===== src/rtl/conv_pkg.sv =====
package conv_pkg;
    localparam int SMP_W    = 8;
    localparam int WGT_W    = 8;
    localparam int NTAP_DEF = 3;
    localparam int PROD_W   = SMP_W + WGT_W;
    localparam int ACC_W    = PROD_W + $clog2(NTAP_DEF + 1);

    typedef logic signed [SMP_W-1:0] smp_t;
    typedef logic signed [WGT_W-1:0] wgt_t;
    typedef logic signed [ACC_W-1:0] acc_t;

    // values handed from one cell to its right-hand neighbour
    typedef struct packed {
        smp_t x;
        acc_t ps;
        wgt_t w;
    } lnk_t;

    function automatic acc_t mac(acc_t acc, wgt_t w, smp_t x);
        acc_t prod;
        prod = acc_t'(w) * acc_t'(x);
        return acc + prod;
    endfunction
endpackage


===== src/rtl/conv_cell.sv =====
module conv_cell
    import conv_pkg::*;
(
    input  logic clk,
    input  logic rst,
    input  logic step,
    input  logic wshift,
    input  lnk_t prev,
    output lnk_t nxt
);
    smp_t x_d1;
    smp_t x_d2;
    acc_t ps_q;
    wgt_t w_q;

    always_ff @(posedge clk) begin
        if (rst) begin
            x_d1 <= '0;
            x_d2 <= '0;
            ps_q <= '0;
            w_q  <= '0;
        end else begin
            if (wshift) begin
                w_q <= prev.w;
            end
            if (step) begin
                x_d1 <= prev.x;
                x_d2 <= x_d1;
                ps_q <= mac(prev.ps, w_q, prev.x);
            end
        end
    end

    always_comb begin
        nxt.x  = x_d2;
        nxt.ps = ps_q;
        nxt.w  = w_q;
    end
endmodule


===== src/rtl/conv_fill.sv =====
module conv_fill #(
    parameter int FILL = 4
) (
    input  logic clk,
    input  logic rst,
    input  logic run_en,
    input  logic step,
    output logic emit
);
    localparam int CW = $clog2(FILL + 1);
    localparam logic [CW-1:0] FULL = CW'(FILL);

    logic [CW-1:0] cnt;

    always_ff @(posedge clk) begin
        if (rst || !run_en) begin
            cnt <= '0;
        end else if (step && cnt != FULL) begin
            cnt <= cnt + 1'b1;
        end
    end

    assign emit = step && (cnt == FULL);
endmodule


===== src/rtl/systolic_conv3.sv =====
module systolic_conv3
    import conv_pkg::*;
#(
    parameter int N_TAPS = NTAP_DEF
) (
    input  logic             clk,
    input  logic             rst,
    input  logic             run_en,
    input  logic             wld_vld,
    input  logic [WGT_W-1:0] wld_data,
    input  logic             smp_vld,
    input  logic [SMP_W-1:0] smp_data,
    output logic             res_vld,
    output logic [ACC_W-1:0] res_data
);
    localparam int FILL = 2 * (N_TAPS - 1);

    logic step;
    logic wshift;
    logic emit;
    logic pend;
    lnk_t link [N_TAPS+1];
    logic [N_TAPS*WGT_W-1:0] wgt_flat;

    assign step   = smp_vld && run_en;
    assign wshift = wld_vld && !run_en;

    always_comb begin
        link[0].x  = smp_t'(smp_data);
        link[0].ps = '0;
        link[0].w  = wgt_t'(wld_data);
    end

    for (genvar k = 0; k < N_TAPS; k++) begin : g_cell
        conv_cell u_cell (
            .clk    (clk),
            .rst    (rst),
            .step   (step),
            .wshift (wshift),
            .prev   (link[k]),
            .nxt    (link[k+1])
        );
        assign wgt_flat[k*WGT_W +: WGT_W] = link[k+1].w;
    end

    conv_fill #(.FILL(FILL)) u_fill (
        .clk    (clk),
        .rst    (rst),
        .run_en (run_en),
        .step   (step),
        .emit   (emit)
    );

    // output stage drains independently of the stall
    always_ff @(posedge clk) begin
        if (rst) begin
            pend     <= 1'b0;
            res_vld  <= 1'b0;
            res_data <= '0;
        end else begin
            pend    <= emit;
            res_vld <= pend;
            if (pend) begin
                res_data <= link[N_TAPS].ps;
            end
        end
    end
endmodule


===== config.mk =====
export PLATFORM = sky130hd
export DESIGN_NAME = systolic_conv3
export DESIGN_NICKNAME = d
export VERILOG_FILES = /design/src/rtl/conv_pkg.sv /design/src/rtl/conv_cell.sv /design/src/rtl/conv_fill.sv /design/src/rtl/systolic_conv3.sv
export SDC_FILE = /design/constraint.sdc
export NUM_CORES = 1
export LEC_CHECK = 0
export ABC_AREA = 0
export BUFFER_PORTS_ARGS = -buffer_cell sky130_fd_sc_hd__clkbuf_2
export CAP_MARGIN = 25
export CELL_PAD_IN_SITES_DETAIL_PLACEMENT = 1
export CELL_PAD_IN_SITES_GLOBAL_PLACEMENT = 2
export CORE_AREA = 2 2 190 192
export DETAILED_ROUTE_END_ITERATION = 6
export DIE_AREA = 0 0 192 194
export PLACE_DENSITY_LB_ADDON = 0.2
export RECOVER_POWER = 100
export SYNTH_ARGS = -nofsm -noshare
export SYNTH_HDL_FRONTEND = slang
export SYNTH_SLANG_ARGS = --single-unit

===== constraint.sdc =====
create_clock -name clk -period 14.8 [get_ports clk]
set_input_delay 1.48 -clock clk [delete_from_list [all_inputs] [get_ports clk]]
set_output_delay 1.48 -clock clk [all_outputs]
set_load 0.05 [all_outputs]

==> flow_summary.yaml <==
synthesis:
  yosys-top-cells-count: "246 x inv_1, 236 x nand2_1, 167 x fa_1, 131 x dfxtp_1, 128 x a21oi_1"
  async_flop_share_pct: 0
  synth_warnings: 0
  yosys.cell_count.top_type: "inv_1"
  synth-main-ff-cell: "dfxtp_1"
  ys_ff_latch: 131
  synth_edf_count: 0
  synthesis.area_um2: 13550
  avgSynthCellArea_um2: 8.473
  syn_nets: 1909
  yosys-top-cells-area: "fa_1 25%, dfxtp_1 19%, ha_1 11%"
  syn_inst: 1599
  synth_top_cell_by_area: "fa_1"
  synth.distinct_cells: 63
  synth_top_area_share_pct: 24.68
  seq_area_frac_synth_pct: 19.36
detailed_routing:
  post_drt_wl_per_cell_um: 16.24
  vias: 10300
  finalWirelength_um: 33580
  via_per_inst: 4.983
  dr.pass1.iters: 4
  drcViolationCount: 0
  ant_nets: 0
  drtIter0Drc: 267
global_routing:
  grt_usage_pct: 19.36
  antenna_found_initial: 0
  grt_pass1_wl_um: 57440
  grt_max_degree: 93
  gr-total-overflow: 0
  grt_pass1_vias: 11120
placement:
  portBuffers: 39
  gp_congestion: 0.7957
  dp_cells: 2034
  post_dp_cell_area_um2: 14130
  post-place-ws_ns: 8.530
  dp_hpwl_um: 26300
finish:
  drive_above_1_share_pct: 3.801
  syn2layout_area_growth_pct: 8.090
  final_util_pct: 41.57
  fin_cells: 2067
  fin_area_um2: 14640
  fin_nets: 1902
floorplan:
  core_um2: 35220
  die_w_um: 192
  rows: 69
  initial_core_util_pct: 38.46
  die_h_um: 194
  design.die.area_um2: 37250
  io_pins: 40
sta:
  min_period_over_period_pct: 42.18
  clock_skew_ns: 0.01412
  timing.fmax_ghz: 0.1602
  setup-tns-final_ns: 0
  grt_setup_unrepaired: "no"
  drv_slew: 214
  slew-limit-headroom_pct: -179.6
  fin_ws_ns: 8.558
  finalHoldViolCount: 0
  finalSetupViolations: 0
  min_period_ns: 6.242
  holdWs_ns: 0.4457
  worst_pin_slew_ns: 4.194
worst_hold_path:
  min_from: "g_cell[0].u_cell.x_d1[6]$_SDFFE_PP0P_"
  hp-class: "flop to flop"
  holdPathEnd: "g_cell[0].u_cell.x_d2[6]$_SDFFE_PP0P_"
  hold_depth: 2
power_and_ir_drop:
  powerDensity_nw_per_um2: 65.00
  ir_drop_mv: 0.07435
  cellLeakagePower_nw: 6.747
  total_power_uw: 951.8
clocking:
  root_buffer: "clkbuf_16"
  cts_tree: "yes"
  cts_made_buffers: 17
  cts_setup_buffers: 0
  clk_pin_slew_worst_paths_ns: 0.07
  cts_resized: 0
  cts_buffer_depth: 2
  clock_latency_ns: 0.44
  htree_num_levels: 4
  clock-sinks: 131
  cts_hold_buf: 0
worst_setup_path:
  cp.arrival_ns: 6.57
  required_ns: 15.13
  path_class: "input port to flop"
  setup.worst_path.end_class: "flop"
  r2r_cells: 24
  r2r-start: "g_cell[1].u_cell.x_d2[2]$_SDFFE_PP0P_"
  crit_path_max_fanout: 92
  r2r_end: "g_cell[2].u_cell.ps_q[17]$_SDFFE_PP0P_"
  rrSetupSlack_ns: 8.57
  start_kind: "input port"
status:
  violations: "capacitance limit, slew limit"
  outcome: "finished with violations"
run:
  cap_violations: 3
area by class of cell:
cell class,instances,area (um^2)
flip-flops and latches,131,2623
multi-input cells,1151,9717
clock buffers,19,452.9
inverters,246,923.4
fillers,4261,20580
repair buffers,45,232.7
clock inverters,13,116.4
diodes,1,2.502
well taps,461,576.8
placed cells by master, fill, tap and decap left out, types with 23 or more instances in the layout:
cell type    n
xnor2_1     51
dfxtp_1    131
inv_1      246
o21ai_0     36
a21oi_1    128
ha_1       122
fa_1       167
mux2i_1     23
nor2_1      60
clkbuf_1    24
nand2_1    236
and2_1     118
how the worst max path moves through the flow:
stage / start / to / slack (ns) / cells after the start
after global routing: rst / g_cell[1].u_cell.ps_q[14]$_SDFFE_PP0P_ / 7.95 / 4
after floorplan: g_cell[1].u_cell.x_d2[3]$_SDFFE_PP0P_ / g_cell[2].u_cell.ps_q[17]$_SDFFE_PP0P_ / 9.01 / 25
final: rst / g_cell[1].u_cell.ps_q[14]$_SDFFE_PP0P_ / 8.56 / 4
after global placement: g_cell[1].u_cell.x_d2[2]$_SDFFE_PP0P_ / g_cell[2].u_cell.ps_q[17]$_SDFFE_PP0P_ / 8.70 / 24
after detailed placement: g_cell[1].u_cell.x_d2[2]$_SDFFE_PP0P_ / g_cell[2].u_cell.ps_q[17]$_SDFFE_PP0P_ / 8.53 / 24
after CTS: g_cell[1].u_cell.x_d2[2]$_SDFFE_PP0P_ / g_cell[2].u_cell.ps_q[17]$_SDFFE_PP0P_ / 8.53 / 24
flip-flops by register name, indices dropped and copies added, names as in the netlist:
register / count
res_vld: 1
u_fill.cnt: 3
pend: 1
g_cell.u_cell.ps_q: 52
res_data: 18
g_cell.u_cell.x_d1: 16
g_cell.u_cell.x_d2: 16
g_cell.u_cell.w_q: 24
critical path: stages:
cell and delay (ns):
clkbuf_1 1.19, clkbuf_1 3.01, a2111oi_0 0.33, a311o_1 0.53
power breakdown:
| part | switching [mW] | internal [mW] |
|---|---|---|
| clock network | 0.185 | 0.229 |
| registers | 0.0115 | 0.363 |
| logic | 0.0963 | 0.0671 |
kinds of logic (layout without fill, tap and decap cells):
family / Yosys count / after routing / synth area share (%)
XOR/XNOR: 60 / 60 / 3.879
AND/OR/NAND/NOR: 525 / 525 / 18.92
adder cells (fa/ha/maj): 289 / 289 / 35.94
buffers and inverters: 317 / 323 / 8.829
other: 0 / 1 / 0
multiplexers: 23 / 23 / 1.699
flip-flops: 131 / 131 / 19.36
AO/OA/AOI/OAI: 254 / 254 / 11.37
layer usage:
metal / part of all wire, % / GRT usage [%] / vias to the layer above
li1: - / - / 5081
met2: 51 / 34.14 / 65
met3: 1.6 / 2.299 / 23
met1: 46 / 25.04 / 5131
met4: 1.4 / 4.835 / 0
met5: 0 / 0 / -
(Power assumes the default switching activity.)
